<file path="src/rtl/alu_issue_pkg.sv">
// Package: shared constants for the fault-aware ALU issue selector.
// Assumes latency fields are wide enough to hold MIN_REPAIR_LAT.
package alu_issue_pkg;
    // Dependent wakeup delay for a sound unit.
    localparam int NORM_LAT_CYC   = 1;
    // Smallest repair latency a faulty unit may be given.
    localparam int MIN_REPAIR_LAT = 2;
endpackage

</file>
<file path="src/rtl/alu_issue_hold.sv">
// Module: alu_issue_hold
// Per-unit busy counter. A load starts a window of load_val cycles during
// which 'held' is high; the counter then counts down to zero.
// Assumes load_val is the repair latency minus one (1..max).
module alu_issue_hold #(
    parameter int LAT_W = 2
) (
    input  logic             clk,
    input  logic             rst_n,
    input  logic             load,
    input  logic [LAT_W-1:0] load_val,
    output logic             held
);
    logic [LAT_W-1:0] cnt_q;

    // Load the busy window on a grant, otherwise count it down.
    always_ff @(posedge clk) begin
        if (!rst_n)
            cnt_q <= '0;
        else if (load)
            cnt_q <= load_val;
        else if (cnt_q != '0)
            cnt_q <= cnt_q - 1'b1;
    end

    assign held = (cnt_q != '0);

    // an unreloaded busy window shrinks by exactly one per cycle.
    a_r7_window_shrinks: assert property (@(posedge clk) disable iff (!rst_n)
        (cnt_q != '0 && !load) |=> (cnt_q == $past(cnt_q) - 1'b1));
endmodule

</file>
<file path="src/rtl/alu_issue_pick.sv">
// Module: alu_issue_pick
// Two-tier lowest-index picker: any set bit of good_mask beats every bit of
// bad_mask. Purely combinational.
// Assumes both masks already contain only units able to take work.
module alu_issue_pick #(
    parameter int N_UNITS = 4,
    parameter int IDX_W   = 2
) (
    input  logic [N_UNITS-1:0] good_mask,
    input  logic [N_UNITS-1:0] bad_mask,
    output logic               found,
    output logic               pick_bad,
    output logic [IDX_W-1:0]   pick_idx
);
    // Scan from the top so that the lowest set index is kept last.
    always_comb begin
        found    = 1'b0;
        pick_bad = 1'b0;
        pick_idx = '0;
        for (int i = N_UNITS - 1; i >= 0; i--) begin
            if (good_mask[i]) begin
                found    = 1'b1;
                pick_idx = IDX_W'(i);
            end
        end
        if (!found) begin
            for (int i = N_UNITS - 1; i >= 0; i--) begin
                if (bad_mask[i]) begin
                    found    = 1'b1;
                    pick_bad = 1'b1;
                    pick_idx = IDX_W'(i);
                end
            end
        end
    end
endmodule

</file>
<file path="src/rtl/alu_issue_sched.sv">
// Module: alu_issue_sched
// Chooses an ALU for the ready instruction each cycle. Sound units come first,
// lowest index first. A faulty unit is chosen only as a fallback and is then
// kept out of selection for its repair window. Returns the chosen unit and the
// dependent-wakeup latency, all registered.
// Assumes unit_fault and repair_lat are static while out of reset.
module alu_issue_sched #(
    parameter int N_UNITS = 4,
    parameter int LAT_W   = 2
) (
    input  logic                     clk,
    input  logic                     rst_n,
    input  logic                     issue_req,
    input  logic [N_UNITS-1:0]       unit_avail,
    input  logic [N_UNITS-1:0]       unit_fault,
    input  logic [N_UNITS*LAT_W-1:0] repair_lat,
    output logic                     issue_grant,
    output logic [$clog2(N_UNITS)-1:0] issue_unit,
    output logic [LAT_W-1:0]         wake_lat,
    output logic                     issue_stall
);
    import alu_issue_pkg::*;

    localparam int IDX_W = $clog2(N_UNITS);
    localparam logic [LAT_W-1:0] NORM_LAT = LAT_W'(NORM_LAT_CYC);
    localparam logic [LAT_W-1:0] MIN_LAT  = LAT_W'(MIN_REPAIR_LAT);

    logic [N_UNITS-1:0] held;
    logic [N_UNITS-1:0] good_mask;
    logic [N_UNITS-1:0] bad_mask;
    logic [LAT_W-1:0]   eff_lat [N_UNITS];
    logic               found;
    logic               pick_bad;
    logic [IDX_W-1:0]   pick_idx;
    logic               do_issue;

    assign do_issue = issue_req && found;

    // Per-unit latency clamp, eligibility masks and busy counters.
    for (genvar u = 0; u < N_UNITS; u++) begin : g_unit
        logic [LAT_W-1:0] raw_lat;
        assign raw_lat    = repair_lat[u*LAT_W +: LAT_W];
        assign eff_lat[u] = (raw_lat < MIN_LAT) ? MIN_LAT : raw_lat;
        assign good_mask[u] = unit_avail[u] && !unit_fault[u];
        assign bad_mask[u]  = unit_avail[u] && unit_fault[u] && !held[u];

        alu_issue_hold #(.LAT_W(LAT_W)) u_hold (
            .clk      (clk),
            .rst_n    (rst_n),
            .load     (do_issue && pick_bad && (pick_idx == IDX_W'(u))),
            .load_val (eff_lat[u] - 1'b1),
            .held     (held[u])
        );
    end

    alu_issue_pick #(.N_UNITS(N_UNITS), .IDX_W(IDX_W)) u_pick (
        .good_mask (good_mask),
        .bad_mask  (bad_mask),
        .found     (found),
        .pick_bad  (pick_bad),
        .pick_idx  (pick_idx)
    );

    // Register the issue decision and its wakeup latency.
    always_ff @(posedge clk) begin
        if (!rst_n) begin
            issue_grant <= 1'b0;
            issue_unit  <= '0;
            wake_lat    <= '0;
            issue_stall <= 1'b0;
        end else begin
            issue_grant <= do_issue;
            issue_stall <= issue_req && !found;
            issue_unit  <= do_issue ? pick_idx : '0;
            if (!do_issue)
                wake_lat <= '0;
            else if (pick_bad)
                wake_lat <= eff_lat[pick_idx];
            else
                wake_lat <= NORM_LAT;
        end
    end

    // a grant names a unit that was available at the sampling edge.
    a_r2_grant_was_avail: assert property (@(posedge clk) disable iff (!rst_n)
        issue_grant |-> ((($past(unit_avail)) >> issue_unit) & N_UNITS'(1)) != '0);

    // a stretched latency means no sound unit was free.
    a_r4_fault_is_fallback: assert property (@(posedge clk) disable iff (!rst_n)
        (issue_grant && wake_lat != NORM_LAT) |-> ($past(unit_avail & ~unit_fault) == '0));

    // a sound unit always yields the normal latency.
    a_r5_sound_lat: assert property (@(posedge clk) disable iff (!rst_n)
        (issue_grant && ((($past(unit_fault)) >> issue_unit) & N_UNITS'(1)) == '0)
            |-> (wake_lat == NORM_LAT));

    // a faulty unit is not granted on the edge straight after its grant.
    a_r7_no_back_to_back: assert property (@(posedge clk) disable iff (!rst_n)
        (issue_grant && wake_lat >= MIN_LAT)
            |=> !(issue_grant && issue_unit == $past(issue_unit)));

    // stall and grant never coincide.
    a_r8_stall_excl: assert property (@(posedge clk) disable iff (!rst_n)
        !(issue_grant && issue_stall));

    // no request, no outcome.
    a_r9_idle_quiet: assert property (@(posedge clk) disable iff (!rst_n)
        !$past(issue_req) |-> !(issue_grant || issue_stall));
endmodule

</file>
<file path="config.mk">
export PLATFORM = sky130hd
export DESIGN_NAME = alu_issue_sched
export DESIGN_NICKNAME = d
export VERILOG_FILES = /design/src/rtl/alu_issue_pkg.sv /design/src/rtl/alu_issue_hold.sv /design/src/rtl/alu_issue_pick.sv /design/src/rtl/alu_issue_sched.sv
export SDC_FILE = /design/constraint.sdc
export NUM_CORES = 1
export LEC_CHECK = 0
export ABC_AREA = 1
export BUFFER_PORTS_ARGS = -buffer_cell sky130_fd_sc_hd__buf_2
export CAP_MARGIN = 0
export CORE_UTILIZATION = 52
export CTS_BUF_LIST = sky130_fd_sc_hd__clkbuf_8 sky130_fd_sc_hd__clkbuf_16
export DETAILED_ROUTE_END_ITERATION = 10
export PLACE_DENSITY = 0.81
export SETUP_SLACK_MARGIN = 0.4
export SLEW_MARGIN = 10
export SYNTH_ARGS = -nofsm -noshare
export SYNTH_HDL_FRONTEND = slang
export SYNTH_SLANG_ARGS = --single-unit
</file>
<file path="constraint.sdc">
create_clock -name clk -period 2.1 [get_ports clk]
set_input_delay 0.105 -clock clk [delete_from_list [all_inputs] [get_ports clk]]
set_output_delay 0.105 -clock clk [all_outputs]
set_load 0.01 [all_outputs]
</file>
==> flow_summary_export.csv <==
group,metric,value,unit
clock_tree,numCtsBuffers,3,
global_routing,overflow,0,
worst_setup_path,worstSetupPathType,"reg -> reg",
yosys,ys_seq_area_frac,0.354,
worst_setup_path,cp.arrival,1.61,ns
worst_setup_path,critPathLaunchType,"flop",
pwr,leakagePower,0.551,nW
die,coreArea,0.00137,mm2
pwr,ir_worst_vdd,446,uV
final_layout,nFillCells,125,
final_layout,multiInputGateArea,418,um2
yosys,syn_inst,128,
yosys,postSynthAreaPerCell,6.19,um2
route,vias,842,
global_routing,grt_max_degree,9,
placement,dp_cells,167,
timing,hold_viol,0,
timing,relSlewSlack,0.813,
final_layout,area_growth,24.5,%
die,initial_core_util,0.580,
die,die_width,41.0,um
clock_tree,clk_latency,0.25,ns
clock_tree,clock_sinks,14,
timing,timing.final.crit_share,0.698,
worst_setup_path,reg2reg_depth,12,
timing,fin_ws,0.635,ns
timing,setup_viol,0,
route,dr.pass1.iters,5,
clock_tree,postCtsSetupBuffers,0,
worst_setup_path,end_kind,"flop",
worst_setup_path,r2r_slack,0.63,ns
final_layout,num_antenna_cells,0,
placement,gp_congestion,0.869,
clock_tree,cts.clk_slew.worst_paths,0.06,ns
clock_tree,cts_max_level,1,
route,wl_per_cell,9.57,um
final_layout,layout.nets,176,
global_routing,grt_pass1_wl,2530,um
clock_tree,cts_buffer_depth,2,
pwr,power.density,670,mW/mm2
worst_setup_path,startpoint,"g_unit[3].u_hold.cnt_q[1]",
route,drt_iter0_drc,12,
final_layout,final_core_util,0.722,
timing,skew,0.00558,ns
hold_path,min_path_type,"in -> reg",
timing,tightest_slew,0.280,ns
flow_run,maxCapViolations,0,
timing,min_period,1.47,ns
global_routing,grt_pass1_vias,646,
timing,fin_tns_setup,0,ns
timing,report.final.slew_viol_count,0,
yosys,syn_area,792,um2
clock_tree,cts_hold_buf,0,
die,dieArea,0.00168,mm2
timing,grt_setup_unrepaired,"false",
route,drc,0,
route,via_per_inst,4.92,
route,ant_nets,0,
yosys,syn_nets,147,
worst_setup_path,regToRegEndpoint,"g_unit[1].u_hold.cnt_q[1]",
run_status,status,"completed",
clock_tree,cts_resized,0,
yosys,ys_types,15,
final_layout,final_cells,171,
timing,fmax,682,MHz
yosys,ys_warn_count,0,
yosys,ys_ff_latch,14,
placement,pre_cts_slack,0.686,ns
clock_tree,cts_tree,"done",
die,rows,13,
worst_setup_path,required,2.24,ns
route,finalWirelength,1640,um
worst_setup_path,r2r-start,"g_unit[3].u_hold.cnt_q[1]",
global_routing,antenna_found_initial,0,
final_layout,register_area,280,um2
placement,dpl.hpwl,1300,um
global_routing,grtUsageTotal,0.234,
die,fp.dieH,41.0,um
final_layout,drive_above_1_share,0.256,
worst_setup_path,cp_max_fo,4,
pwr,p_total,660,uW
clock_tree,cts_root_buffer,"clkbuf_8",
worst_setup_path,critPathCapture,"g_unit[1].u_hold.cnt_q[1]",
placement,port_buffers,24,
die,io_pins,25,
per-layer routing:
layer,GRT usage,share of wire
met1,0.266,0.45
met2,0.414,0.49
met3,0.0326,0.044
met4,0.125,0.020
met5,0,0
critical path, stage by stage, from the launching register on:
cell	delay (ns)
dfxtp_1	0.33
inv_1	0.06
nand2_1	0.05
nor2_1	0.23
nand2_1	0.09
nand2_1	0.07
nand3_1	0.06
nand2_1	0.13
nand2_1	0.09
inv_1	0.07
nand3_1	0.08
nand2_1	0.07
a21oi_1	0.04
worst min path at each step:
stage	end	slack (ns)	startpoint	depth (start not counted)
global route	wake_lat[1]	0.17	issue_req	3
CTS	g_unit[1].u_hold.cnt_q[1]	0.15	rst_n	3
global placement	wake_lat[1]	0.40	issue_req	3
floorplan	g_unit[1].u_hold.cnt_q[1]	0.23	rst_n	2
detailed placement	g_unit[1].u_hold.cnt_q[1]	0.41	rst_n	3
finish	g_unit[1].u_hold.cnt_q[1]	0.15	rst_n	3
registers in the layout, summed over array words and instances, names as in the netlist:
register and flops:
g_unit.u_hold.cnt_q 8, issue_unit 2, wake_lat 2, issue_grant 1, issue_stall 1
cell type report:
cell class                      instances  share of cell area
Clock buffer                            4              0.0558
Timing Repair Buffer                   24               0.122
Sequential cell                        14               0.284
Tap cell                               15              0.0190
Inverter                               25              0.0952
Multi-Input combinational cell         89               0.424
where the power goes:
part	total (mW)	switching, mW	internal, mW
combinational	0.120	0.0762	0.0440
clock	0.264	0.0980	0.166
sequential	0.276	0.00251	0.274
cells in the mapped netlist:
cell,n,area [um2]
nand2_1,40,150
inv_1,24,90.1
nor2_1,17,63.8
dfxtp_1,14,280
nand3_1,10,50.1
a21oi_1,6,30.0
nand2_2,4,25.0
a21oi_2,2,17.5
nand3_2,2,20.0
nand4_1,2,12.5
nor2_4,2,22.5
o21bai_1,2,15.0
inv_2,1,3.75
nor2_2,1,6.26
nor3_1,1,5.00
layout by cell type (no fill, tap or decap), drive strengths merged:
| cell | n |
|---|---|
| nor2 | 20 |
| nor3 | 1 |
| o21bai | 2 |
| dfxtp | 14 |
| nand4 | 2 |
| inv | 25 |
| clkbuf | 4 |
| nand2 | 44 |
| a21oi | 8 |
| nand3 | 12 |
| buf | 24 |
through the flow:
stage / area (um2) / hold slack, ns
5_1_grt: 986 / 0.168
6_report: 986 / 0.149
4_1_cts: 986 / 0.148
3_5_place_dp: 931 / 0.410
3_3_place_gp: 931 / 0.399
2_1_floorplan: 792 / 0.229
cell families (layout without fill, tap and decap cells):
group,Yosys count,after routing,synth area share
compound gates,10,10,0.0790
buf+inv,25,53,0.118
flops,14,14,0.354
simple gates,79,79,0.449
Power figures use the tool's default switching activity.
